`src/rtl/skew_cmp_pkg.sv`:
```
package skew_cmp_pkg;

  typedef enum logic {
    ST_SEARCH = 1'b0,
    ST_MATCH  = 1'b1
  } lane_state_e;

endpackage

```
`src/rtl/skew_delay_line.sv`:
```
module skew_delay_line #(
  parameter int DATA_W = 16,
  parameter int DLY_W  = 7,
  localparam int DEPTH = 1 << DLY_W
) (
  input  logic              clk,
  input  logic              rst_n,
  input  logic [DATA_W-1:0] din,
  input  logic [DLY_W-1:0]  dly,
  output logic [DATA_W-1:0] dly_word,
  output logic [DATA_W-1:0] dout
);

  logic [DATA_W-1:0] ring [DEPTH];
  logic [DLY_W-1:0]  wr_ptr_q;
  logic [DLY_W-1:0]  wr_ptr_d;
  logic [DLY_W-1:0]  rd_addr;
  logic [DATA_W-1:0] dout_q;

  // storage carries no reset: contents are valid once DEPTH words have passed
  always_ff @(posedge clk) begin
    ring[wr_ptr_q] <= din;
  end

  always_comb begin
    wr_ptr_d = wr_ptr_q + 1'b1;
    rd_addr  = wr_ptr_q - dly;
    // zero delay bypasses the ring, whose slot still holds the oldest word
    dly_word = (dly == '0) ? din : ring[rd_addr];
  end

  always_ff @(posedge clk or negedge rst_n) begin
    if (!rst_n) begin
      wr_ptr_q <= '0;
      dout_q   <= '0;
    end else begin
      wr_ptr_q <= wr_ptr_d;
      dout_q   <= dly_word;
    end
  end

  assign dout = dout_q;

  p_zero_delay_r1: assert property (@(posedge clk) disable iff (!rst_n)
    (dly == '0) |=> (dout == $past(din)));

endmodule

```
`src/rtl/skew_window_cmp.sv`:
```
module skew_window_cmp #(
  parameter int DATA_W      = 16,
  parameter int POS_W       = 7,
  parameter int WIN_START   = 44,
  parameter int SAMPLES     = 4,
  parameter int FRAME_WORDS = 68
) (
  input  logic              clk,
  input  logic              rst_n,
  input  logic              locked,
  input  logic [POS_W-1:0]  pos,
  input  logic [DATA_W-1:0] ref_word,
  input  logic [DATA_W-1:0] dly_word,
  output logic              frame_done,
  output logic              frame_bad,
  output logic              miss_pulse
);

  localparam logic [POS_W-1:0] WIN_LO  = POS_W'(WIN_START);
  localparam logic [POS_W-1:0] WIN_HI  = POS_W'(WIN_START + SAMPLES - 1);
  localparam logic [POS_W-1:0] POS_END = POS_W'(FRAME_WORDS - 1);

  logic in_win;
  logic win_first;
  logic at_end;
  logic word_miss;
  logic armed_q, armed_d;
  logic bad_q, bad_d;
  logic miss_q;

  always_comb begin
    in_win    = (pos >= WIN_LO) && (pos <= WIN_HI);
    win_first = (pos == WIN_LO);
    at_end    = (pos == POS_END);
    word_miss = locked && in_win && (dly_word != ref_word);

    armed_d = armed_q;
    bad_d   = bad_q;
    if (!locked) begin
      armed_d = 1'b0;
      bad_d   = 1'b0;
    end else if (win_first) begin
      armed_d = 1'b1;
      bad_d   = word_miss;
    end else if (at_end) begin
      armed_d = 1'b0;
      bad_d   = 1'b0;
    end else if (in_win) begin
      bad_d   = bad_q | word_miss;
    end

    frame_done = locked && at_end && (armed_q || win_first);
    frame_bad  = (win_first ? 1'b0 : bad_q) | word_miss;
  end

  always_ff @(posedge clk or negedge rst_n) begin
    if (!rst_n) begin
      armed_q <= 1'b0;
      bad_q   <= 1'b0;
      miss_q  <= 1'b0;
    end else begin
      armed_q <= armed_d;
      bad_q   <= bad_d;
      miss_q  <= word_miss;
    end
  end

  assign miss_pulse = miss_q;

  p_pulse_needs_lock_r7: assert property (@(posedge clk) disable iff (!rst_n)
    miss_q |-> $past(locked));

  p_disarm_unlocked_r7: assert property (@(posedge clk) disable iff (!rst_n)
    !locked |=> !armed_q && !bad_q);

  p_pulse_in_window_r2: assert property (@(posedge clk) disable iff (!rst_n)
    miss_q |-> ($past(pos) >= WIN_LO) && ($past(pos) <= WIN_HI));

endmodule

```
`src/rtl/skew_search_ctrl.sv`:
```
module skew_search_ctrl
  import skew_cmp_pkg::*;
#(
  parameter int DLY_W      = 7,
  parameter int BAD_FRAMES = 4,
  localparam int CNT_W     = (BAD_FRAMES < 2) ? 1 : $clog2(BAD_FRAMES)
) (
  input  logic             clk,
  input  logic             rst_n,
  input  logic             locked,
  input  logic             frame_done,
  input  logic             frame_bad,
  output logic [DLY_W-1:0] dly,
  output lane_state_e      state
);

  localparam logic [CNT_W-1:0] CNT_LAST = CNT_W'(BAD_FRAMES - 1);

  lane_state_e      state_q, state_d;
  logic [DLY_W-1:0] dly_q, dly_d;
  logic [CNT_W-1:0] cnt_q, cnt_d;

  always_comb begin
    state_d = state_q;
    dly_d   = dly_q;
    cnt_d   = cnt_q;
    if (!locked) begin
      state_d = ST_SEARCH;
      cnt_d   = '0;
    end else if (frame_done) begin
      unique case (state_q)
        ST_SEARCH: begin
          if (frame_bad) begin
            dly_d = dly_q + 1'b1;
          end else begin
            state_d = ST_MATCH;
            cnt_d   = '0;
          end
        end
        ST_MATCH: begin
          if (!frame_bad) begin
            cnt_d = '0;
          end else if (cnt_q == CNT_LAST) begin
            state_d = ST_SEARCH;
            cnt_d   = '0;
          end else begin
            cnt_d = cnt_q + 1'b1;
          end
        end
        default: state_d = ST_SEARCH;
      endcase
    end
  end

  always_ff @(posedge clk or negedge rst_n) begin
    if (!rst_n) begin
      state_q <= ST_SEARCH;
      dly_q   <= '0;
      cnt_q   <= '0;
    end else begin
      state_q <= state_d;
      dly_q   <= dly_d;
      cnt_q   <= cnt_d;
    end
  end

  assign dly   = dly_q;
  assign state = state_q;

  p_dly_single_step_r4: assert property (@(posedge clk) disable iff (!rst_n)
    !$stable(dly_q) |-> (dly_q == DLY_W'($past(dly_q) + 1'b1)));

  p_dly_moves_searching_r4: assert property (@(posedge clk) disable iff (!rst_n)
    !$stable(dly_q) |-> ($past(state_q) == ST_SEARCH) && $past(frame_done));

  p_hold_when_matched_r5: assert property (@(posedge clk) disable iff (!rst_n)
    (state_q == ST_MATCH) |=> $stable(dly_q));

  p_run_bounded_r6: assert property (@(posedge clk) disable iff (!rst_n)
    cnt_q <= CNT_LAST);

  p_unlock_search_r7: assert property (@(posedge clk) disable iff (!rst_n)
    !locked |=> (state_q == ST_SEARCH) && (cnt_q == '0));

endmodule

```
`src/rtl/skew_lane_comp.sv`:
```
module skew_lane_comp
  import skew_cmp_pkg::*;
#(
  parameter int DATA_W       = 16,
  parameter int DLY_W        = 7,
  parameter int NUM_LANES    = 16,
  parameter int LANE_IDX     = 5,
  parameter int HDR_WORDS    = 4,
  parameter int SAMPLES      = 4,
  parameter int BAD_FRAMES   = 4,
  parameter int RST_STAGES   = 2,
  localparam int FRAME_WORDS = HDR_WORDS + NUM_LANES * SAMPLES,
  localparam int POS_W       = $clog2(FRAME_WORDS)
) (
  input  logic              clk,
  input  logic              rst_n,
  input  logic [DATA_W-1:0] lane_word,
  input  logic [DATA_W-1:0] ref_word,
  input  logic [POS_W-1:0]  ref_pos,
  input  logic              ref_locked,
  output logic [DATA_W-1:0] lane_out,
  output logic [DLY_W-1:0]  dly_val,
  output logic              miss_pulse
);

  // lanes are laid out highest index first after the header words
  localparam int WIN_START = HDR_WORDS + SAMPLES * (NUM_LANES - 1 - LANE_IDX);

  logic [RST_STAGES-1:0] rst_pipe_q;
  logic                  rst_core_n;
  logic [DATA_W-1:0]     dly_word;
  logic                  frame_done;
  logic                  frame_bad;
  lane_state_e           state;

  always_ff @(posedge clk or negedge rst_n) begin
    if (!rst_n) begin
      rst_pipe_q <= '0;
    end else begin
      rst_pipe_q <= {rst_pipe_q[RST_STAGES-2:0], 1'b1};
    end
  end

  assign rst_core_n = rst_pipe_q[RST_STAGES-1];

  skew_delay_line #(
    .DATA_W(DATA_W),
    .DLY_W (DLY_W)
  ) u_line (
    .clk     (clk),
    .rst_n   (rst_core_n),
    .din     (lane_word),
    .dly     (dly_val),
    .dly_word(dly_word),
    .dout    (lane_out)
  );

  skew_window_cmp #(
    .DATA_W     (DATA_W),
    .POS_W      (POS_W),
    .WIN_START  (WIN_START),
    .SAMPLES    (SAMPLES),
    .FRAME_WORDS(FRAME_WORDS)
  ) u_cmp (
    .clk       (clk),
    .rst_n     (rst_core_n),
    .locked    (ref_locked),
    .pos       (ref_pos),
    .ref_word  (ref_word),
    .dly_word  (dly_word),
    .frame_done(frame_done),
    .frame_bad (frame_bad),
    .miss_pulse(miss_pulse)
  );

  skew_search_ctrl #(
    .DLY_W     (DLY_W),
    .BAD_FRAMES(BAD_FRAMES)
  ) u_ctrl (
    .clk       (clk),
    .rst_n     (rst_core_n),
    .locked    (ref_locked),
    .frame_done(frame_done),
    .frame_bad (frame_bad),
    .dly       (dly_val),
    .state     (state)
  );

  p_reset_quiet_r8: assert property (@(posedge clk)
    !rst_core_n |-> (dly_val == '0) && !miss_pulse && (lane_out == '0));

  p_matched_quiet_r9: assert property (@(posedge clk) disable iff (!rst_core_n)
    (state == ST_MATCH) && $past(state == ST_MATCH) && $past(ref_locked)
      && !$past(ref_locked && (ref_pos >= POS_W'(WIN_START))
                && (ref_pos < POS_W'(WIN_START + SAMPLES))
                && (dly_word != ref_word))
      |-> !miss_pulse);

endmodule

```
`config.mk`:
```
export PLATFORM = sky130hd
export DESIGN_NAME = skew_lane_comp
export DESIGN_NICKNAME = d
export VERILOG_FILES = /design/src/rtl/skew_cmp_pkg.sv /design/src/rtl/skew_delay_line.sv /design/src/rtl/skew_window_cmp.sv /design/src/rtl/skew_search_ctrl.sv /design/src/rtl/skew_lane_comp.sv
export SDC_FILE = /design/constraint.sdc
export NUM_CORES = 2
export LEC_CHECK = 0
export BUFFER_PORTS_ARGS = -buffer_cell sky130_fd_sc_hd__clkbuf_2
export CAP_MARGIN = 30
export CORE_ASPECT_RATIO = 2
export CORE_UTILIZATION = 35
export CTS_BUF_LIST = sky130_fd_sc_hd__clkbuf_16
export CTS_CLUSTER_DIAMETER = 50
export DETAILED_ROUTE_END_ITERATION = 16
export HOLD_SLACK_MARGIN = 0.15
export PLACE_DENSITY_LB_ADDON = 0.3
export SYNTH_ARGS = -nofsm -noshare
export SYNTH_HDL_FRONTEND = slang
export SYNTH_SLANG_ARGS = --single-unit
```
`constraint.sdc`:
```
create_clock -name clk -period 1.3 [get_ports clk]
set_clock_uncertainty 0.05 [all_clocks]
set_input_delay 0 -clock clk [delete_from_list [all_inputs] [get_ports clk]]
set_output_delay 0 -clock clk [all_outputs]
set_load 0.1 [all_outputs]
```
==> impl_metrics.csv <==
group,metric,value,unit
outcome,outcome,"finished, violations left",
outcome,violations,"hold timing, setup timing",
clock_network,clk_latency,0.85,ns
pwr,irDropWorstVdd,846,µV
finish,syn2layout_area_growth,26.6,%
pwr,seqPwrFrac,0.579,
critical_path,critPathKind,"flip-flop to flip-flop",
global_route,grt-ovfl-total,0,
critical_path,crit_path_start_kind,"flip-flop",
pwr,pwr-share-clk,0.405,
clock_network,cts_tree,"yes",
pwr,swShare,0.206,
floorplan,die_width,343,µm
pwr,power_density,1240,nW/µm²
timing,finalHoldViolations,198,
global_route,antenna_found_initial,12,
timing,min_period,5.30,ns
placement,gp_congestion,0.942,
floorplan,io_pins,66,
placement,port_buffers,65,
synthesis,ys_warn_count,0,
clock_network,clk_pin_slew_worst_paths,0.08,ns
clock_network,clock-sinks,2086,
hold_path,hp-class,"input pin to flip-flop",
synthesis,synth_fp_nets,3932,
finish,multi_input_area,20100,µm²
drt,drt_pass1_iterations,5,
timing,slew_viol_final,0,
finish,fin_util,0.445,
clock_network,root_buffer,"clkbuf_16",
finish,drive_above_1_share,0.413,
clock_network,h-tree-depth,4,
global_route,grt_pass1_vias,45300,
global_route,grt_usage,0.224,
timing,timing.fmax,0.189,GHz
synthesis,synth_area,81400,µm²
run,cap_violations,0,
critical_path,cp_max_fo,6,
timing,whs,-0.298,ns
floorplan,start_util,0.351,
synthesis,synth_edf_count,2048,
global_route,grt_pass1_wl,362000,µm
drt,vias_per_cell,5.45,
synthesis,yosysUniqueCellTypes,71,
timing,rsz0062_at_grt,"true",
drt,ant_nets,0,
pwr,combPwrFrac,0.015,
floorplan,die_h,684,µm
placement,dpl_worst_slack,-4.59,ns
critical_path,required,1.96,ns
pwr,p_leak,0.0330,µW
floorplan,std_cell_rows,250,
finish,nets,4868,
timing,finalSetupViolCount,2499,
drt,route.detailed.wl_per_inst,33.1,µm
timing,setup_ws,-4.00,ns
pwr,p_int,101000,µW
clock_network,numCtsBuffers,175,
pwr,p_switching,26200,µW
synthesis,syn_avg_cell_area,21.0,µm²
synthesis,yosys_register_bits,2086,
drt,num_vias,43500,
finish,fill_cells,19600,
synthesis,seq_area_frac_synth,0.768,
drt,drc,0,
clock_network,cts_buffer_depth,4,
placement,place_hpwl,177000,µm
critical_path,endpoint_kind,"flip-flop",
floorplan,die-area,235000,µm²
synthesis,ys.flop_type,"edfxtp_1",
finish,seq_area,62500,µm²
timing,slew_headroom,0.324,
drt,drt_iter0_drc,3999,
timing,tightestPinTransition,1.01,ns
global_route,grt_max_degree,90,
critical_path,crit_arrival,5.95,ns
drt,wirelength,264000,µm
floorplan,core-area,231000,µm²
synthesis,async_flop_share,0.0182,
timing,period_share,4.07,
synthesis,syn_inst,3879,
## critical path, cell delays in order, from the launching register on
cell and delay (ns):
dfrtp_4 0.49, ha_4 0.17, fa_4 0.77, buf_12 0.15
buf_8 0.13, inv_12 0.05, buf_16 0.16, buf_12 0.14
mux4_2 0.44, mux4_2 0.50, nor3_2 0.12, buf_4 0.19
a211o_1 0.15, nor3_2 0.06, xnor2_1 0.18, nand3_1 0.14
nor4_4 0.34, o211ai_1 0.26, a21oi_4 0.31, nor3_4 0.07
mux2_4 0.30
## worst paths after layout
path                                           startpoint                        end  slack [ns]  depth (start not counted)
worst max-delay path            u_ctrl.dly[0]$_DFFE_PN0P_  u_ctrl.dly[1]$_DFFE_PN0P_       -4.00                         20
worst min-delay path                        lane_word[12]  u_line.dout[12]$_DFF_PN0_       -0.30                          4
worst max register to register  u_ctrl.dly[0]$_DFFE_PN0P_  u_ctrl.dly[1]$_DFFE_PN0P_       -4.00                         20
worst min register to register    rst_pipe_q[1]$_DFF_PN0_   u_line.dout[2]$_DFF_PN0_        0.19                          1
max in group asynchronous                           rst_n    rst_pipe_q[1]$_DFF_PN0_        0.55                          4
min in group asynchronous         rst_pipe_q[1]$_DFF_PN0_   u_line.dout[2]$_DFF_PN0_        0.19                          1
## cell families after synthesis
kind of cell,count (synthesis),synth area share
multiplexers,627,0.159
buffers and inverters,229,0.0138
AND/OR/NAND/NOR,703,0.0374
XOR/XNOR,35,0.00409
adder cells (fa/ha/maj),11,0.00178
flip-flops,2086,0.768
AO/OA/AOI/OAI,187,0.0163
other,1,0.0000461
## synth_stat cells (20+ instances only)
cell	n	area share
nand3_1	106	0.0065
nand2_1	325	0.015
o21ai_0	23	0.0014
a32oi_1	28	0.0030
clkbuf_1	83	0.0038
buf_4	41	0.0038
nor3_1	22	0.0014
mux2i_1	87	0.011
buf_2	71	0.0044
edfxtp_1	2048	0.76
a31oi_1	23	0.0018
xnor2_1	20	0.0022
a21oi_1	38	0.0023
mux4_2	531	0.15
nor2_1	167	0.0077
dfrtp_1	38	0.012
nand4_1	30	0.0023
## power by group through the flow
| stage | combinational (µW) | clock, µW | sequential [µW] |
|---|---|---|---|
| final | 1930 | 51600 | 73800 |
| after global routing | 1990 | 54500 | 73700 |
| after CTS | 1870 | 52400 | 73800 |
| after detailed placement | 1770 | 0 | 75300 |
| after global placement | 1700 | 0 | 75300 |
| after floorplan | 108 | 0 | 75300 |
## metal layers
metal / share of wire / up-vias / track usage / wire, µm
met1: 0.33 / 23500 / 0.236 / 88100
met3: 0.045 / 530 / 0.0292 / 11900
met2: 0.54 / 1535 / 0.409 / 142000
met4: 0.081 / 6 / 0.155 / 21400
met5: 0.00013 / - / 0 / 34
li1: - / 17900 / - / -
## layout make-up
cell class              count  share of cell area
clock inverters           133             0.00917
diodes                     10            0.000243
clock buffers             178              0.0432
well taps                3024              0.0367
multi-input cells        1564               0.195
flip-flops and latches   2086               0.606
repair inverters            1            0.000158
inverters                  19            0.000862
repair buffers            968               0.108
## sequential cells by signal, summed over array words and instances (netlist names)
register / count
u_line.dout: 16
u_line.wr_ptr_q: 7
u_ctrl.dly: 7
u_ctrl.cnt_q: 2
u_cmp.miss_pulse: 1
rst_pipe_q: 2
u_cmp.bad_q: 1
u_ctrl.state: 1
u_cmp.armed_q: 1
u_line.ring: 2048
## metrics by stage
| step | std cells | area [µm²] | TNS, ns | hold WS, ns | power, µW |
|---|---|---|---|---|---|
| 2_1_floorplan | 3879 | 83700 | -1294.60 | -0.346 | 75400 |
| 4_1_cts | 7927 | 102000 | -1300.79 | -0.327 | 128000 |
| 3_3_place_gp | 7521 | 94600 | -2050.27 | -0.265 | 77000 |
| 6_report | 7983 | 103000 | -1315.82 | -0.298 | 127000 |
| 3_5_place_dp | 7521 | 94600 | -2140.86 | -0.260 | 77100 |
| 5_1_grt | 7974 | 103000 | -1373.50 | -0.311 | 130000 |
## cell usage in the layout, fill, tap and decap left out, types with 13 or more instances in the layout
cell / count
edfxtp_1: 2048
buf_4: 563
mux4_2: 531
nand2_1: 297
buf_12: 260
clkbuf_16: 180
nor2_4: 136
nand3_1: 88
mux2i_1: 75
buf_6: 48
clkbuf_2: 41
inv_1: 40
clkinv_2: 39
clkinv_1: 36
nand4_1: 30
dfrtp_1: 30
nor2_1: 27
a21oi_1: 25
dlygate4sd3_1: 25
a32oi_1: 21
a31oi_1: 19
xnor2_1: 17
nor3_1: 15
nand2_2: 15
buf_16: 13
buf_8: 13
## what timing repair did
action                                  in CTS  in global routing
endpoints found under the setup margin    2274               2508
setup buffers                               67                 42
hold endpoints to repair                   772                313
gates resized for setup                    178                 94
gates cloned                                 9                  2
pin swaps                                   54                 61
hold buffers                                26                  4
Power figures use the tool's default switching activity.
